### config.mk
export PLATFORM = sky130hd
export DESIGN_NAME = matrix_frame_tx
export DESIGN_NICKNAME = d
export VERILOG_FILES = /design/src/rtl/mfs_pkg.sv /design/src/rtl/mfs_ctrl.sv /design/src/rtl/mfs_datapath.sv /design/src/rtl/matrix_frame_tx.sv
export SDC_FILE = /design/constraint.sdc
export NUM_CORES = 1
export LEC_CHECK = 0
export BUFFER_PORTS_ARGS = -buffer_cell sky130_fd_sc_hd__buf_2
export CAP_MARGIN = 10
export CORE_MARGIN = 2
export CORE_UTILIZATION = 35
export CTS_BUF_LIST = sky130_fd_sc_hd__clkbuf_16
export CTS_CLUSTER_DIAMETER = 80
export DETAILED_ROUTE_END_ITERATION = 10
export PLACE_DENSITY_LB_ADDON = 0.15
export SYNTH_ARGS = -nofsm -noshare
export SYNTH_HDL_FRONTEND = slang
export SYNTH_SLANG_ARGS = --single-unit
### constraint.sdc
create_clock -name clk -period 2.29 [get_ports clk]
set_clock_uncertainty 0.1 [all_clocks]
set_input_delay 0.458 -clock clk [delete_from_list [all_inputs] [get_ports clk]]
set_output_delay 0.458 -clock clk [all_outputs]
set_load 0.05 [all_outputs]
### src/rtl/mfs_pkg.sv
package mfs_pkg;
  typedef enum logic [2:0] {
    ST_IDLE,
    ST_FETCH,
    ST_SHIFT,
    ST_GAP,
    ST_FIN
  } ctrlState_t;

  // Strobes from control to datapath
  typedef struct packed {
    logic load;       // capture a half row into the shifter
    logic shift;      // advance the shifter by one bit
    logic rightHalf;  // select the low half of the row word
  } dpStrobe_t;
endpackage

### src/rtl/mfs_ctrl.sv
module mfs_ctrl
  import mfs_pkg::*;
#(
  parameter int DIV          = 4,
  parameter int GAP_PERIODS  = 2,
  parameter int LOGICAL_ROWS = 64,
  parameter int CHUNK_BITS   = 64,
  parameter int ADDR_W       = 5
) (
  input  logic              clk,
  input  logic              rst,
  input  logic              start,
  output dpStrobe_t         strobe,
  output logic [ADDR_W-1:0] rowAddr,
  output logic              latch,
  output logic              shiftClk,
  output logic              done
);
  localparam int PH_W    = (DIV > 1) ? $clog2(DIV) : 1;
  localparam int LOW_LEN = DIV - DIV / 2;
  localparam int GAP_CYC = GAP_PERIODS * DIV;
  localparam int GAP_W   = $clog2(GAP_CYC + 1);
  localparam int BIT_W   = $clog2(CHUNK_BITS);
  localparam int CHUNK_W = $clog2(LOGICAL_ROWS);

  ctrlState_t         state;
  logic [PH_W-1:0]    phase;
  logic [BIT_W-1:0]   bitCnt;
  logic [CHUNK_W-1:0] chunkCnt;
  logic [GAP_W-1:0]   gapCnt;
  logic lastPhase, lastBit, lastGap, lastChunk;

  assign lastPhase = (phase == PH_W'(DIV - 1));
  assign lastBit   = (bitCnt == BIT_W'(CHUNK_BITS - 1));
  assign lastGap   = (gapCnt == GAP_W'(GAP_CYC - 1));
  assign lastChunk = (chunkCnt == CHUNK_W'(LOGICAL_ROWS - 1));

  always_ff @(posedge clk) begin
    if (rst) begin
      state    <= ST_IDLE;
      phase    <= '0;
      bitCnt   <= '0;
      chunkCnt <= '0;
      gapCnt   <= '0;
    end else begin
      case (state)
        ST_IDLE: if (start) begin
          state    <= ST_FETCH;
          chunkCnt <= '0;
        end
        ST_FETCH: begin
          state  <= ST_SHIFT;
          phase  <= '0;
          bitCnt <= '0;
        end
        ST_SHIFT: begin
          if (lastPhase) begin
            phase <= '0;
            if (lastBit) begin
              state  <= ST_GAP;
              gapCnt <= '0;
            end else begin
              bitCnt <= bitCnt + 1'b1;
            end
          end else begin
            phase <= phase + 1'b1;
          end
        end
        ST_GAP: begin
          if (lastGap) begin
            if (lastChunk) begin
              state <= ST_FIN;
            end else begin
              chunkCnt <= chunkCnt + 1'b1;
              state    <= ST_FETCH;
            end
          end else begin
            gapCnt <= gapCnt + 1'b1;
          end
        end
        ST_FIN:  state <= ST_IDLE;
        default: state <= ST_IDLE;
      endcase
    end
  end

  always_comb begin
    strobe.load      = (state == ST_FETCH);
    strobe.shift     = (state == ST_SHIFT) && lastPhase;
    strobe.rightHalf = chunkCnt[0];
  end

  assign rowAddr  = ADDR_W'(chunkCnt >> 1);
  assign latch    = (state == ST_SHIFT);
  assign shiftClk = latch && (phase >= PH_W'(LOW_LEN));
  assign done     = (state == ST_FIN);
endmodule

### src/rtl/mfs_datapath.sv
module mfs_datapath
  import mfs_pkg::*;
#(
  parameter int CHUNK_BITS = 64
) (
  input  logic                    clk,
  input  logic                    rst,
  input  dpStrobe_t               strobe,
  input  logic [2*CHUNK_BITS-1:0] rowData,
  output logic                    serData
);
  logic [CHUNK_BITS-1:0] shiftReg;
  logic [CHUNK_BITS-1:0] halfSel;

  assign halfSel = strobe.rightHalf ? rowData[CHUNK_BITS-1:0]
                                    : rowData[2*CHUNK_BITS-1:CHUNK_BITS];

  always_ff @(posedge clk) begin
    if (rst)
      shiftReg <= '0;
    else if (strobe.load)
      shiftReg <= halfSel;
    else if (strobe.shift)
      shiftReg <= {shiftReg[CHUNK_BITS-2:0], 1'b0};
  end

  assign serData = shiftReg[CHUNK_BITS-1];
endmodule

### src/rtl/matrix_frame_tx.sv
module matrix_frame_tx
  import mfs_pkg::*;
#(
  parameter int ROWS        = 32,
  parameter int COLS        = 128,
  parameter int DIV         = 4,
  parameter int GAP_PERIODS = 2
) (
  input  logic                     clk,
  input  logic                     rst,
  input  logic                     start,
  output logic [$clog2(ROWS)-1:0]  rowAddr,
  input  logic [COLS-1:0]          rowData,
  output logic                     serData,
  output logic                     shiftClk,
  output logic                     latch,
  output logic                     done
);
  localparam int CHUNK_BITS   = COLS / 2;
  localparam int LOGICAL_ROWS = 2 * ROWS;
  localparam int ADDR_W       = $clog2(ROWS);

  dpStrobe_t strobe;

  mfs_ctrl #(
    .DIV(DIV), .GAP_PERIODS(GAP_PERIODS), .LOGICAL_ROWS(LOGICAL_ROWS),
    .CHUNK_BITS(CHUNK_BITS), .ADDR_W(ADDR_W)
  ) ctrl (
    .clk(clk), .rst(rst), .start(start), .strobe(strobe),
    .rowAddr(rowAddr), .latch(latch), .shiftClk(shiftClk), .done(done)
  );

  mfs_datapath #(.CHUNK_BITS(CHUNK_BITS)) dp (
    .clk(clk), .rst(rst), .strobe(strobe), .rowData(rowData), .serData(serData)
  );
endmodule

# Word level (Yosys, flattened, before mapping)
# Cells that the tools add are included.
# totals
regBits	85
# classes
add_sub_neg	4
order_cmp	1
n_eq_ne	15
mux	22
n_reduce_logical	11
# ops
op	count
2-to-1 mux 64 bit	3
2-to-1 mux 6 bit	5
one-hot mux 6 bit (2 select lines)	2
2-to-1 mux 3 bit	5
adder 6 x 1 -> 6 bit (second input constant)	2
equality test 6 bit (second input constant)	2
2-to-1 mux 4 bit	3
!= test 2 bit (second input constant)	6
one-hot mux 3 bit (4 select lines)	1
AND reduction 4 bit	3
one-hot mux 4 bit (2 select lines)	1
nonzero test 2 bit	4
equality test 3 x 2 -> 1 bit (second input constant)	2
adder 4 x 1 -> 4 bit (second input constant)	1
equality test 4 x 3 -> 1 bit (second input constant)	1
one-hot mux 2 bit (2 select lines)	1
equality test 3 x 1 -> 1 bit (second input constant)	1
equality test 3 bit (second input constant)	1
logical NOT 3 bit	1
AND reduction 3 bit	1
adder 2 x 1 -> 2 bit (second input constant)	1
equality test 2 bit (second input constant)	1
>= comparator 2 bit (second input constant)	1
logical AND 1 bit	2
2 further kinds	2

# Longest topological paths before layout
# Gate-level depths: netlist of the first run.
# logic_depth
depth_word	4
ltp_mapped	7
depth_no_buf	5

# By module
# From an unflattened synthesis of the first run, not the netlist that was laid out.
# unflattened
hier_cells	437
hier_area_um2	4458.0
# by_module_without_submodules
module	n_inst	cells_each	area_per_inst_um2	seq_area_each_um2
mfs_datapath	1	287	3216.8	1281.2
mfs_ctrl	1	150	1241.2	420.4

# Worst setup path after synthesis of the first run
# OpenSTA, ideal clock, no wires.
# synth_path
path_type	reg-to-output
start	register ctrl.state[1]
end	output port shiftClk
arrival_time_ps	1853
required_ps	1732
setup_slack_ps	-121
path_stages_with_launch	4
path_buffers	1
path_cell_list	dfxtp_1 buf_2 nor3b_2 o21a_1
# synth_via
elab_chain_len	2
# synth_rtl
element	line_no	rtl
from (decl)	mfs_ctrl.sv:26	ctrlState_t state;
from (signal assigned)	mfs_ctrl.sv:40	state <= ST_IDLE;
from (signal assigned)	mfs_ctrl.sv:48	state <= ST_FETCH;
from (signal assigned)	mfs_ctrl.sv:52	state <= ST_SHIFT;
equality test 3 x 2 -> 1 bit	mfs_ctrl.sv:94	assign latch = (state == ST_SHIFT);
named net latch	matrix_frame_tx.sv:16	output logic latch,
logical AND 1 bit	mfs_ctrl.sv:95	assign shiftClk = latch && (phase >= PH_W'(LOW_LEN));
to (decl)	matrix_frame_tx.sv:15	output logic shiftClk,
# The timed path passes the listed nets, and every way through them passes these cells.

# Worst setup path after layout of the first run
# layout_path
start	register ctrl.state[2]
end	output port shiftClk
# layout_via
elab_chain_len	2
# layout_rtl
element	line_no
equality test 3 x 2 -> 1 bit	mfs_ctrl.sv:94
logical AND 1 bit	mfs_ctrl.sv:95
# No other way between the ends.

==> out/metrics.yaml, run 1 <==
outcome: "complete, no violations"
p_leak_nw: 2.00
cp-start-kind: "register"
core_area_um2: 13100
final_antenna_net_count: 0
synthDistinctLibCells: 45
rows: 42
post_synth_main_area_contributors: "sky130_fd_sc_hd__dfxtp_1, sky130_fd_sc_hd__mux2i_1, sky130_fd_sc_hd__nand2_1, sky130_fd_sc_hd__o211ai_1, sky130_fd_sc_hd__a21oi_1"
layout_common_cells: "sky130_fd_sc_hd__buf_2, sky130_fd_sc_hd__nand2_1, sky130_fd_sc_hd__dfxtp_1, sky130_fd_sc_hd__a21oi_1, sky130_fd_sc_hd__o211ai_1"
layout.nets: 812
grt_pass1_vias: 4032
worst-path-max-fanout: 12
globalRouteTotalUtil_pct: 15.1
final.min_clock_period_ns: 2.11
globalRoute.totalOverflow: 0
rsz_0062_raised_after_global_routing: "false"
post_cts_setup_repair_bufs: 0
finalMaxSlewViolations: 0
hold_path.startpoint: "dp.shiftReg[63]"
avgRoutedWirePerCell_um: 12.5
highest_clock_rate_mhz: 474
end_kind: "output port"
power-per-cell-area_nw_per_um2: 649
slowest_stage: "sky130_fd_sc_hd__dfxtp_1"
cp.required_ns: 1.73
first_iter_violations: 219
int_power_mw: 2.68
finalHoldViolations: 0
design_area_um2: 5750
placed_area_um2: 5450
tritoncts: "done"
initial_antenna_violation_count: 0
die_x_um: 119
drc: 0
ys_seq_area_share_pct: 36.8
r2r_start: "ctrl.state[0]"
diode_count: 0
route.final.wire_length_um: 10800
numPortBuffers: 139
cts_max_level: 3
clk_pin_slew_ns: 0.06
setup_viol_count_final: 0
start_util_pct: 35.4
period_share_pct: 92.1
yosysTopAreaCell: "sky130_fd_sc_hd__dfxtp_1"
yosysWarningCount: 0
mean_syn_cell_area_um2: 8.10
gp_routability_congestion: 0.745
clock-sinks: 85
fin_util_pct: 43.9
worst-setup-path-type: "reg2out"
post-synth-top-area-fraction_pct: 36.8
timing.critical_path.buf_inv: 1
hold_path.class: "reg2reg"
worst_path_largest_cell_delay_ns: 0.47
postSynthRegisterBits: 85
cts_root_buf: "sky130_fd_sc_hd__clkbuf_16"
synth-edff-count: 0
share_clk_of_total_power_pct: 38.9
dp_hpwl_um: 7340
route.detailed.vias_per_inst: 5.02
holdBufCountCts: 0
routed_vias: 4303
design.die.area_um2: 14200
area_delta_synth_final_pct: 24.2
synthFlopType: "sky130_fd_sc_hd__dfxtp_1"
power.net_switching_mw: 1.05
maxCapViolations: 0
power.combinational.fraction_pct: 17.7
cts_buffer_depth: 2
crit_start: "ctrl.state[2]"
netSwitchingFraction_pct: 28.2
layout.cells.most_common: "sky130_fd_sc_hd__buf_2"
crit_path_leading_delay_family: "flip-flops"
hold_slack_ns: 0.353
synthesized_area_um2: 4630
max_slew.worst_pin.slew_ns: 0.538
share_of_final_layout_standard_cells_stronger_than_drive_strength_1_pct: 25.3
postSynth.asyncResetShare_pct: 0
grt_first_pass_wirelength_um: 18000
cts_buffers: 9
syn-instance-count: 571
slew_headroom_pct: 64.1
die_h_um: 119
num_io_pins: 140
seqPwrFrac_pct: 43.3
critical_path_arrival_ns: 1.55
fin_setup_tns_ns: 0
power.ir.vdd_worst_v: 0.000296
drtPass1Iterations: 4
number_of_nets_in_the_synthesized_netlist: 707
clk-insertion-delay-late_ns: 0.33
path_cells: "nor3b_4 -> o21a_1 -> buf_2"
grt_max_degree: 68
[sequential cells by signal, indices dropped and copies added (netlist names)]
register       flops
ctrl.gapCnt        4
ctrl.phase         2
ctrl.bitCnt        6
dp.shiftReg       64
ctrl.chunkCnt      6
ctrl.state         3
[repair_timing]
item,CTS,global route
hold endpoints to repair,0,0
setup endpoints to repair,0,2
resized for setup,0,1
[Yosys cell counts, types with 2 or more instances]
cell type and number:
sky130_fd_sc_hd__and3_1 3, sky130_fd_sc_hd__nand3_1 7, sky130_fd_sc_hd__nor3b_2 2, sky130_fd_sc_hd__a311oi_1 4
sky130_fd_sc_hd__nor3_1 7, sky130_fd_sc_hd__xor2_1 3, sky130_fd_sc_hd__a211oi_1 2, sky130_fd_sc_hd__o21ai_0 3
sky130_fd_sc_hd__buf_4 9, sky130_fd_sc_hd__nand2_1 135, sky130_fd_sc_hd__o21ai_1 5, sky130_fd_sc_hd__buf_2 22
sky130_fd_sc_hd__nor2b_1 3, sky130_fd_sc_hd__buf_1 4, sky130_fd_sc_hd__inv_1 2, sky130_fd_sc_hd__ha_1 5
sky130_fd_sc_hd__dfxtp_1 85, sky130_fd_sc_hd__nand3b_1 4, sky130_fd_sc_hd__a21oi_1 70, sky130_fd_sc_hd__a31oi_1 3
sky130_fd_sc_hd__o21a_1 2, sky130_fd_sc_hd__or2_1 2, sky130_fd_sc_hd__and3b_1 2, sky130_fd_sc_hd__clkbuf_1 19
sky130_fd_sc_hd__mux2i_1 65, sky130_fd_sc_hd__nor2_1 11, sky130_fd_sc_hd__nand4b_1 2, sky130_fd_sc_hd__o211ai_1 66
sky130_fd_sc_hd__nand2b_1 7, sky130_fd_sc_hd__a22oi_1 2
[metrics by stage]
stage               cells  worst slack (ns)  power [mW]
floorplan             571          -0.00532        2.07
global placement      841             0.427        2.31
detailed placement    841             0.398        2.32
CTS                   857            0.0158        3.79
global route          857            0.0613        3.96
finish                857             0.181        3.73
[worst paths after layout]
check                                  endpoint  slack (ns)  cells past startpoint
worst max-delay path                   shiftClk        0.18                      3
worst min-delay path            dp.shiftReg[63]        0.35                      2
worst max register to register   dp.shiftReg[8]        0.37                      5
worst min register to register  dp.shiftReg[63]        0.35                      2
[worst reg2reg max path: cells and delay by family (launching register included)]
family | cells | cell delay [ns]
AOI/OAI and AO/OA | 2 | 0.44
and+or+nand+nor | 2 | 0.39
DFF | 1 | 0.65
buffers and inverters | 1 | 0.27
[power by group through the flow]
stage	Clock, mW	Sequential (mW)	Combinational (mW)
after floorplan	0	1.63	0.445
after detailed placement	0	1.65	0.670
final	1.45	1.62	0.661
after CTS	1.50	1.61	0.674
after global routing	1.58	1.63	0.750
after global placement	0	1.65	0.663
[cells by family (layout without fill, tap and decap cells)]
family,Yosys count,in the layout,synth area share [%]
AND/OR/NAND/NOR,191,191,18.3
adder cells (fa/ha/maj),5,5,1.35
XOR/XNOR,3,3,0.568
flip-flops,85,85,36.8
buffers and inverters,56,166,5.87
multiplexers,66,66,14.3
AO/OA/AOI/OAI,165,165,22.8
[area by class of cell]
cell class                      count  area, um2
Inverter                            2       7.51
Multi-Input combinational cell    430       2670
Sequential cell                    85       1710
Fill cell                        1313       7340
Tap cell                          176        220
Clock buffer                        9        225
Timing Repair Buffer              148        838
Clock inverter                      7       75.1
[per-layer routing]
layer	routed length, um	part of all wire (%)	vias up	track usage, %
met5	0	0	-	0
met4	85	0.79	0	4.76
met3	511	4.8	6	3.30
met2	5070	47	93	26.1
met1	5090	47	1955	18.7
li1	-	-	2249	-
Note: power is estimated with default switching activity, not from simulation.
==> run 2, diff against run 1 <==
- GPL_TIMING_DRIVEN: unset -> 0
- REMOVE_ABC_BUFFERS: unset -> 1
==> run 2 against run 1 <==
Critical path depth rose by 3. Via count grew 1.2%. Clock-buffer cell count unchanged. Largest power group unchanged. Routed wire length is 6.2% higher.
==> out/metrics.yaml, run 2 (synthesis results as in run 1) <==
outcome: "complete, no violations"
hold_path.startpoint: "dp.shiftReg[63]"
max_slew.worst_pin.slew_ns: 0.938
layout.nets: 815
globalRoute.totalOverflow: 0
globalRouteTotalUtil_pct: 16.0
numPortBuffers: 139
cts_root_buf: "sky130_fd_sc_hd__clkbuf_16"
min_delay_path_depth: 2
route.detailed.vias_per_inst: 5.07
power.total_mw: 3.62
post_placement_worst_setup_slack_ns: -0.236
cts_buffers: 9
layout.cells.most_common: "sky130_fd_sc_hd__buf_2"
avgRoutedWirePerCell_um: 13.3
path_cells: "ha_1 -> nand3b_1 -> a21o_4 -> buf_12 -> a22oi_1 -> nor2_1"
finalMaxSlewViolations: 0
holdBufCountCts: 0
clk-insertion-delay-late_ns: 0.34
r2r_start: "ctrl.phase[0]"
drtPass1Iterations: 4
power.ir.vdd_worst_v: 0.000281
critical_path_arrival_ns: 2.23
r2r_slack_ns: 0.15
r2r_path_end: "dp.shiftReg[0]"
share_of_final_layout_standard_cells_stronger_than_drive_strength_1_pct: 25.3
end_kind: "register"
highest_clock_rate_mhz: 467
power-per-cell-area_nw_per_um2: 628
tritoncts: "done"
diode_count: 0
final.min_clock_period_ns: 2.14
hold_path.class: "reg2reg"
register_to_register_path_depth: 6
period_share_pct: 93.5
design.die.area_um2: 14200
worst-path-max-fanout: 39
worst-setup-path-type: "reg2reg"
cts_buffer_depth: 2
maxCapViolations: 0
crit_start: "ctrl.phase[0]"
int_power_mw: 2.57
cp-start-kind: "register"
share_clk_of_total_power_pct: 35.6
fin_setup_tns_ns: 0
clock-sinks: 85
grt_first_pass_wirelength_um: 18600
reg_top3: "dp.shiftReg: 64 flops, ctrl.bitCnt: 6 flops, ctrl.chunkCnt: 6 flops"
die_h_um: 119
first_iter_violations: 220
rows: 42
final_antenna_net_count: 0
nFillCells: 1300
power.net_switching_mw: 1.05
start_util_pct: 35.4
layout_common_cells: "sky130_fd_sc_hd__buf_2, sky130_fd_sc_hd__nand2_1, sky130_fd_sc_hd__dfxtp_1, sky130_fd_sc_hd__a21oi_1, sky130_fd_sc_hd__o211ai_1"
die_x_um: 119
slew_headroom_pct: 37.5
layout_setup_ws_ns: 0.149
netSwitchingFraction_pct: 29.0
clk_pin_slew_ns: 0.06
area_delta_synth_final_pct: 24.6
power.combinational.fraction_pct: 19.7
worst_path_largest_cell_delay_ns: 0.43
drc: 0
cts_max_level: 3
gp_routability_congestion: 0.732
routed_vias: 4354
slowest_stage: "sky130_fd_sc_hd__a21o_4"
seqPwrFrac_pct: 44.7
core_area_um2: 13100
initial_antenna_violation_count: 0
route.final.wire_length_um: 11400
crit_path_leading_delay_family: "compound AO/OA/AOI/OAI gates"
largest_register: "dp.shiftReg"
min_delay_worst_endpoint: "dp.shiftReg[63]"
p_leak_nw: 2.00
finalHoldViolations: 0
max_ffs_per_register: 64
hold_slack_ns: 0.352
rsz_0062_raised_after_global_routing: "false"
dp_hpwl_um: 7560
cp.required_ns: 2.38
setup_viol_count_final: 0
grt_pass1_vias: 4070
timing.critical_path.buf_inv: 1
num_io_pins: 140
grt_max_degree: 88
-- run 2: changes by cell type in the layout (fill, tap and decap cells not counted), sizes merged --
cell | previous run | this run
clkinv | 2 | 4
buf | 148 | 150
clkinvlp | 3 | 2
bufinv | 1 | 0
inv | 3 | 2
a21oi | 71 | 72
-- run 2: worst max path at each step --
| stage | endpoint | slack (ns) | cells after the start |
|---|---|---|---|
| after floorplan | ctrl.phase[0] | -2.65 | 4 |
| after global placement | dp.shiftReg[44] | -4.56 | 4 |
| after detailed placement | dp.shiftReg[56] | -0.24 | 7 |
| after CTS | shiftClk | 0.02 | 3 |
| after global routing | dp.shiftReg[0] | 0.02 | 6 |
| final | dp.shiftReg[0] | 0.15 | 6 |
-- run 2: power groups by stage --
stage | clock [mW] | combinational, mW | sequential, mW
2_1_floorplan | 0 | 0.388 | 1.64
3_3_place_gp | 0 | 0.635 | 1.65
3_5_place_dp | 0 | 0.690 | 1.65
4_1_cts | 1.34 | 0.712 | 1.62
5_1_grt | 1.40 | 0.793 | 1.63
6_report | 1.29 | 0.713 | 1.62
-- run 2: metal layers --
layer,up-vias,global-route usage [%],routed length [um]
met5,-,0,0
met4,0,5.58,163
met3,14,3.16,679
met2,115,25.8,5080
met1,1964,21.2,5500
li1,2261,-,-
-- run 2: repair_timing --
action / 4_1_cts / 5_1_grt
buffers inserted: 2 / 1
endpoints found under the setup margin: 35 / 52
pin swaps: 1 / 1
resized for setup: 1 / 5
cloned: 1 / 0
-- run 2: area by class of cell --
class                      count  area [um2]  share of cell area, %
multi-input combinational    431        2700                   46.8
sequential                    85        1710                   29.6
timing repair buffer         150         876                   15.2
clock buffer                   9         225                   3.91
tap                          176         220                   3.82
clock inverter                 6        31.3                  0.543
inverter                       2        7.51                  0.130
-- run 2: stage by stage --
| stage | cells | utilization, % | instance area (um2) |
|---|---|---|---|
| 4_1_cts | 858 | 43.8 | 5740 |
| 3_3_place_gp | 832 | 40.3 | 5280 |
| 6_report | 859 | 44.1 | 5770 |
| 2_1_floorplan | 517 | - | 4360 |
| 5_1_grt | 859 | 44.1 | 5770 |
| 3_5_place_dp | 840 | 41.7 | 5450 |
-- run 2: tightest hold or removal path, stage by stage, from the launching register on --
cell and delay (ns):
sky130_fd_sc_hd__dfxtp_1 0.31, sky130_fd_sc_hd__nand2_1 0.05, sky130_fd_sc_hd__a21oi_1 0.05
